## config.mk

```make
export PLATFORM = sky130hd
export DESIGN_NAME = tag_directory
export DESIGN_NICKNAME = d
export VERILOG_FILES = /design/src/rtl/tag_directory.sv
export SDC_FILE = /design/constraint.sdc
export NUM_CORES = 2
export LEC_CHECK = 0
export ABC_AREA = 1
export CAP_MARGIN = 20
export CORE_MARGIN = 2
export CORE_UTILIZATION = 63
export DETAILED_ROUTE_END_ITERATION = 8
export DONT_BUFFER_PORTS = 1
export PLACE_DENSITY_LB_ADDON = 0.25
export SYNTH_ARGS = -nofsm -noshare
export SYNTH_HDL_FRONTEND = slang
export SYNTH_SLANG_ARGS = --single-unit
```

## constraint.sdc

```tcl
create_clock -name clk -period 8.4 [get_ports clk]
set_input_delay 0 -clock clk [delete_from_list [all_inputs] [get_ports clk]]
set_output_delay 0 -clock clk [all_outputs]
set_load 0.005 [all_outputs]
```

## src/rtl/tag_directory.sv

```systemverilog
module tag_directory #(
  parameter int ADDR_W      = 32,
  parameter int BLOCK_BYTES = 16,
  parameter int WAYS        = 4,
  parameter int SETS        = 8,
  parameter int STAMP_W     = 16,
  parameter logic [15:0] RNG_SEED = 16'hACE1,
  localparam int WAY_W = $clog2(WAYS)
) (
  input  logic              clk,
  input  logic              rst,
  input  logic [1:0]        mode,
  input  logic              req_valid,
  input  logic [ADDR_W-1:0] addr,
  output logic              resp_valid,
  output logic              hit,
  output logic [WAY_W-1:0]  way
);
  localparam int OFF_W = $clog2(BLOCK_BYTES);
  localparam int IDX_W = $clog2(SETS);
  localparam int TAG_W = ADDR_W - OFF_W - IDX_W;
  localparam logic [1:0] M_LRU  = 2'd0;
  localparam logic [1:0] M_FIFO = 2'd1;

  logic [WAYS-1:0]    vld   [SETS];
  logic [TAG_W-1:0]   tags  [SETS][WAYS];
  logic [STAMP_W-1:0] stamp [SETS][WAYS];
  logic [STAMP_W-1:0] gen   [SETS];
  logic [WAY_W-1:0]   fptr  [SETS];
  logic [15:0]        rng;

  wire [IDX_W-1:0] idx = addr[OFF_W +: IDX_W];
  wire [TAG_W-1:0] tg  = addr[ADDR_W-1 -: TAG_W];
  wire [15:0] rng_nx = {rng[14:0], rng[15] ^ rng[13] ^ rng[12] ^ rng[10]};

  logic [WAYS-1:0]    match;
  logic               any_hit, any_inv;
  logic [WAY_W-1:0]   hit_way, inv_way, lru_way, victim, pick;
  logic [STAMP_W-1:0] lru_min;

  always_comb begin
    any_hit = 1'b0;
    any_inv = 1'b0;
    hit_way = '0;
    inv_way = '0;
    match   = '0;
    for (int w = WAYS - 1; w >= 0; w--) begin
      match[w] = vld[idx][w] && (tags[idx][w] == tg);
      if (match[w]) begin
        any_hit = 1'b1;
        hit_way = WAY_W'(w);
      end
      if (!vld[idx][w]) begin
        any_inv = 1'b1;
        inv_way = WAY_W'(w);
      end
    end
    lru_way = '0;
    lru_min = stamp[idx][0];
    for (int w = 1; w < WAYS; w++) begin
      if (stamp[idx][w] < lru_min) begin
        lru_min = stamp[idx][w];
        lru_way = WAY_W'(w);
      end
    end
    case (mode)
      M_LRU:   victim = lru_way;
      M_FIFO:  victim = fptr[idx];
      default: victim = rng[WAY_W-1:0];
    endcase
    pick = any_hit ? hit_way : (any_inv ? inv_way : victim);
  end

  always_ff @(posedge clk) begin
    if (rst) begin
      resp_valid <= 1'b0;
      hit        <= 1'b0;
      way        <= '0;
      rng        <= RNG_SEED;
      for (int s = 0; s < SETS; s++) begin
        vld[s]  <= '0;
        gen[s]  <= '0;
        fptr[s] <= '0;
        for (int w = 0; w < WAYS; w++) begin
          stamp[s][w] <= '0;
          tags[s][w]  <= '0;
        end
      end
    end else begin
      resp_valid <= req_valid;
      if (req_valid) begin
        hit              <= any_hit;
        way              <= pick;
        rng              <= rng_nx;
        stamp[idx][pick] <= gen[idx];
        gen[idx]         <= gen[idx] + 1'b1;
        if (!any_hit) begin
          vld[idx][pick]  <= 1'b1;
          tags[idx][pick] <= tg;
          if (!any_inv && mode == M_FIFO)
            fptr[idx] <= fptr[idx] + 1'b1;
        end
      end
    end
  end

  a_r2_resp_follows_req: assert property (@(posedge clk) disable iff (rst)
    req_valid |=> resp_valid);
  a_r9_no_req_no_resp: assert property (@(posedge clk) disable iff (rst)
    !req_valid |=> !resp_valid);
  a_r2_single_match: assert property (@(posedge clk) disable iff (rst)
    $onehot0(match));
  a_r3_fill_marks_valid: assert property (@(posedge clk) disable iff (rst)
    (resp_valid && !hit) |-> vld[$past(idx)][way]);
  a_r3_repeat_hits: assert property (@(posedge clk) disable iff (rst)
    (req_valid && $past(req_valid) && !$past(rst) && addr == $past(addr)) |=> hit);
  a_r6_rng_nonzero: assert property (@(posedge clk) disable iff (rst)
    rng != 16'h0);
endmodule

```

==> insert_results.sql <==
INSERT INTO impl_metrics (metric_group, metric, value, unit) VALUES
('run_status', 'run_status', 'completed', ''),
('die', 'die_area', '107000', 'um2'),
('synth', 'largest_family_of_logic_cells_by_synthesized_area', 'simple AND/OR/NAND/NOR gates', ''),
('die', 'design.core.area', '103000', 'um2'),
('clock_tree', 'cts.path.max_buffers', '3', ''),
('synth', 'yosys.area_share.adder', '0.878', '%'),
('routing', 'drt_first_iter_violations', '6268', ''),
('die', 'num_rows', '118', ''),
('sta', 'finalSetupTns', '0', 'ns'),
('sta', 'timing.max_slew.rel_slack', '23.4', '%'),
('layout', 'layout-area-overhead-vs-synth', '10.3', '%'),
('pwr', 'cellLeakagePower', '27.1', 'nW'),
('worst_setup_path', 'critical_path.slowest_cell', 'o21ai_0', ''),
('global_route', 'first_global_vias', '45300', ''),
('routing', 'vias', '46400', ''),
('synth', 'synth_xor_xnor_area_share', '0.614', '%'),
('worst_setup_path', 'timing.critical_path.mode_cell', 'nand2_1', ''),
('sta', 'hold_viol_final', '0', ''),
('clock_tree', 'numClockSinks', '1508', ''),
('clock_tree', 'cts_htree_levels', '4', ''),
('synth', 'synth_area_per_cell', '11.7', 'um2'),
('routing', 'route.antenna.remaining_nets', '0', ''),
('synth', 'synth_register_bits', '1508', ''),
('die', 'die_x', '327', 'um'),
('synth', 'ys_seq_area_share', '68.3', '%'),
('sta', 'rsz0062_at_grt', 'false', ''),
('worst_setup_path', 'worst_ep_required_time', '8.85', 'ns'),
('sta', 'fmaxAchievable', '129', 'MHz'),
('clock_tree', 'clock_insertion_delay_worst_skew', '0.78', 'ns'),
('place', 'hpwlAfterDp', '108000', 'um'),
('worst_setup_path', 'timing.critical_path.buf_inv', '2', ''),
('routing', 'drc', '0', ''),
('global_route', 'antenna_violations_before_repair', '1', ''),
('clock_tree', 'cts_root_buffer', 'clkbuf_16', ''),
('worst_hold_path', 'hold_path.class', 'in2reg', ''),
('job', 'drv.max_cap_violation_count', '0', ''),
('synth', 'yosysWarnings', '0', ''),
('layout', 'layout.cell_area.non_filler', '72400', 'um2'),
('worst_setup_path', 'setup.worst_path.class', 'reg2reg', ''),
('pwr', 'vdd.ir_drop.worst', '225', 'uV'),
('sta', 'fin_crit_sh', '92.1', '%'),
('worst_setup_path', 'timing.critical_path.to_type', 'flip-flop', ''),
('routing', 'detail_route.wirelength', '189000', 'um'),
('synth', 'primary_ff_master_synth', 'edfxtp_1', ''),
('place', 'gpl.final_weighted_congestion', '0.936', ''),
('sta', 'finalClockSkew', '0.0331', 'ns'),
('synth', 'synth_edf_count', '1456', ''),
('synth', 'syn-instance-count', '5593', ''),
('pwr', 'power.density', '231', 'nW/um2'),
('routing', 'firstDrtPassIters', '6', ''),
('layout', 'fraction_of_layout_instances_using_a_drive_strength_above_1', '10.9', '%'),
('synth', 'synth-compound-area-share', '8.23', '%'),
('global_route', 'largest_net_degree_at_the_start_of_global_routing', '72', ''),
('layout', 'most_frequent_cells_in_the_layout', 'nor2_1, edfxtp_1, nand2_1', ''),
('sta', 'final_max_slew_viol_count', '0', ''),
('worst_setup_path', 'critical_path.max_fanout', '33', ''),
('synth', 'netlist-cell-type-count', '57', ''),
('synth', 'postSynthNetCount', '5676', ''),
('place', 'buffer_ports.inserted', '0', ''),
('die', 'initial_cell_density_of_the_core', '63.5', '%'),
('routing', 'wire_per_inst', '26.7', 'um'),
('worst_setup_path', 'critPathTopFamily', 'simple AND/OR/NAND/NOR gates', ''),
('synth', 'netlist_area', '65600', 'um2'),
('clock_tree', 'cts_buffers', '151', ''),
('routing', 'routed_via_density', '6.55', ''),
('synth', 'synth_area_in_simple_gates', '17.9', '%'),
('sta', 'timing.final.crit_period', '7.74', 'ns'),
('die', 'number_of_ports_placed_on_the_die_boundary', '41', ''),
('worst_setup_path', 'crit_arrival', '8.19', 'ns'),
('global_route', 'grt_pass1_wl', '279000', 'um'),
('synth', 'postSynth.asyncResetShare', '0', '%'),
('sta', 'worst_pin_slew', '1.15', 'ns'),
('worst_setup_path', 'slowest_delay', '0.59', 'ns'),
('worst_setup_path', 'critPathLaunchType', 'flip-flop', ''),
('sta', 'timing.final.setup_violations', '0', ''),
('global_route', 'grt_usage', '35.3', '%'),
('global_route', 'globalRouteOverflowTotal', '0', ''),
('clock_tree', 'cts_tree', 'done', ''),
('layout', 'layout.cells.most_common', 'nor2_1', ''),
('die', 'dieHeight', '327', 'um'),
('clock_tree', 'post_cts_buffers', '0', ''),
('synth', 'synth.mux.area_fraction', '0', '%'),
('clock_tree', 'path_clk_slew', '0.06', 'ns'),
('place', 'placed_cell_area', '67200', 'um2'),
('layout', 'num-nets-final', '5664', '');
==> layout make-up <==
class | count | area [um2]
Tap cell | 1380 | 1730
Inverter | 152 | 596
Antenna cell | 2 | 5.00
Multi-Input combinational cell | 3501 | 18200
Timing Repair Buffer | 267 | 2240
Clock buffer | 198 | 4150
Fill cell | 7081 | 31000
Sequential cell | 1508 | 44800
Clock inverter | 80 | 714
==> power breakdown <==
part / total (mW) / switching [mW] / leakage, nW / internal (mW)
logic: 1.45 / 1.07 / 9.29 / 0.375
registers: 8.59 / 0.0855 / 15.4 / 8.50
clock network: 6.69 / 2.86 / 2.38 / 3.83
total: 16.7 / 4.02 / 27.1 / 12.7
==> sequential cells by signal, summed over array words and instances, names as in the netlist <==
signal and cells:
rng 16, gen 128, vld 32, resp_valid 1, stamp 512, fptr 16, way 2, tags 800
hit 1
==> cell families after synthesis <==
family	after synthesis
AND/OR/NAND/NOR	2718
flip-flops	1508
AO/OA/AOI/OAI	691
buffers and inverters	584
XOR/XNOR	46
adder cells (fa/ha/maj)	46
==> final timing paths <==
kind                            slack (ns)  depth (start not counted)    startpoint            to
worst max-delay path                  0.66                         35  stamp[4][41]  stamp[1][39]
worst min-delay path                  0.11                          4       addr[4]    fptr[4][1]
worst max register to register        0.66                         35  stamp[4][41]  stamp[1][39]
worst min register to register        0.45                          2     vld[6][0]     vld[6][0]
==> layer usage <==
metal	global-route usage (%)	up-vias	routed length (um)
met3	6.08	557	21500
li1	-	20000	-
met1	45.9	22700	66300
met2	58.2	3191	92000
met5	0	-	13
met4	16.9	2	9090
==> Yosys cell counts (all sizes together) (46+ instances only) <==
| master | count | share of area, % |
|---|---|---|
| or2 | 50 | 0.48 |
| nand3 | 65 | 0.50 |
| edfxtp | 1456 | 67 |
| nor2 | 1528 | 9.0 |
| clkbuf | 216 | 1.2 |
| nand2 | 805 | 4.8 |
| ha | 46 | 0.88 |
| buf | 216 | 2.0 |
| nand4 | 213 | 2.7 |
| inv | 127 | 0.74 |
| a22oi | 162 | 1.9 |
| a22o | 187 | 2.5 |
| o21ai | 61 | 0.47 |
| a221oi | 178 | 2.4 |
| dfxtp | 52 | 1.6 |
==> tightest hold or removal path: stages <==
cell and delay, ns:
nor2_4 0.08, buf_4 0.31, nand2_1 0.21, nor2_1 0.05
==> timing repair <==
item	in CTS	in global routing
endpoints found under the setup margin	0	0
resized for setup	0	0
hold buffers	30	0
endpoints found under the hold margin	816	0
==> through the flow <==
stage,total power [mW],hold slack [ns],std cells,utilization (%),worst slack (ns)
2_1_floorplan,9.62,0.0945,5593,-,0.617
3_3_place_gp,10.1,0.104,6778,65.0,0.613
3_5_place_dp,10.1,0.103,6778,65.0,0.483
4_1_cts,16.7,0.0389,7086,70.0,0.819
5_1_grt,17.1,0.115,7086,70.0,0.238
6_report,16.7,0.108,7088,70.0,0.665
No activity file was read; power rests on OpenSTA's default activity.
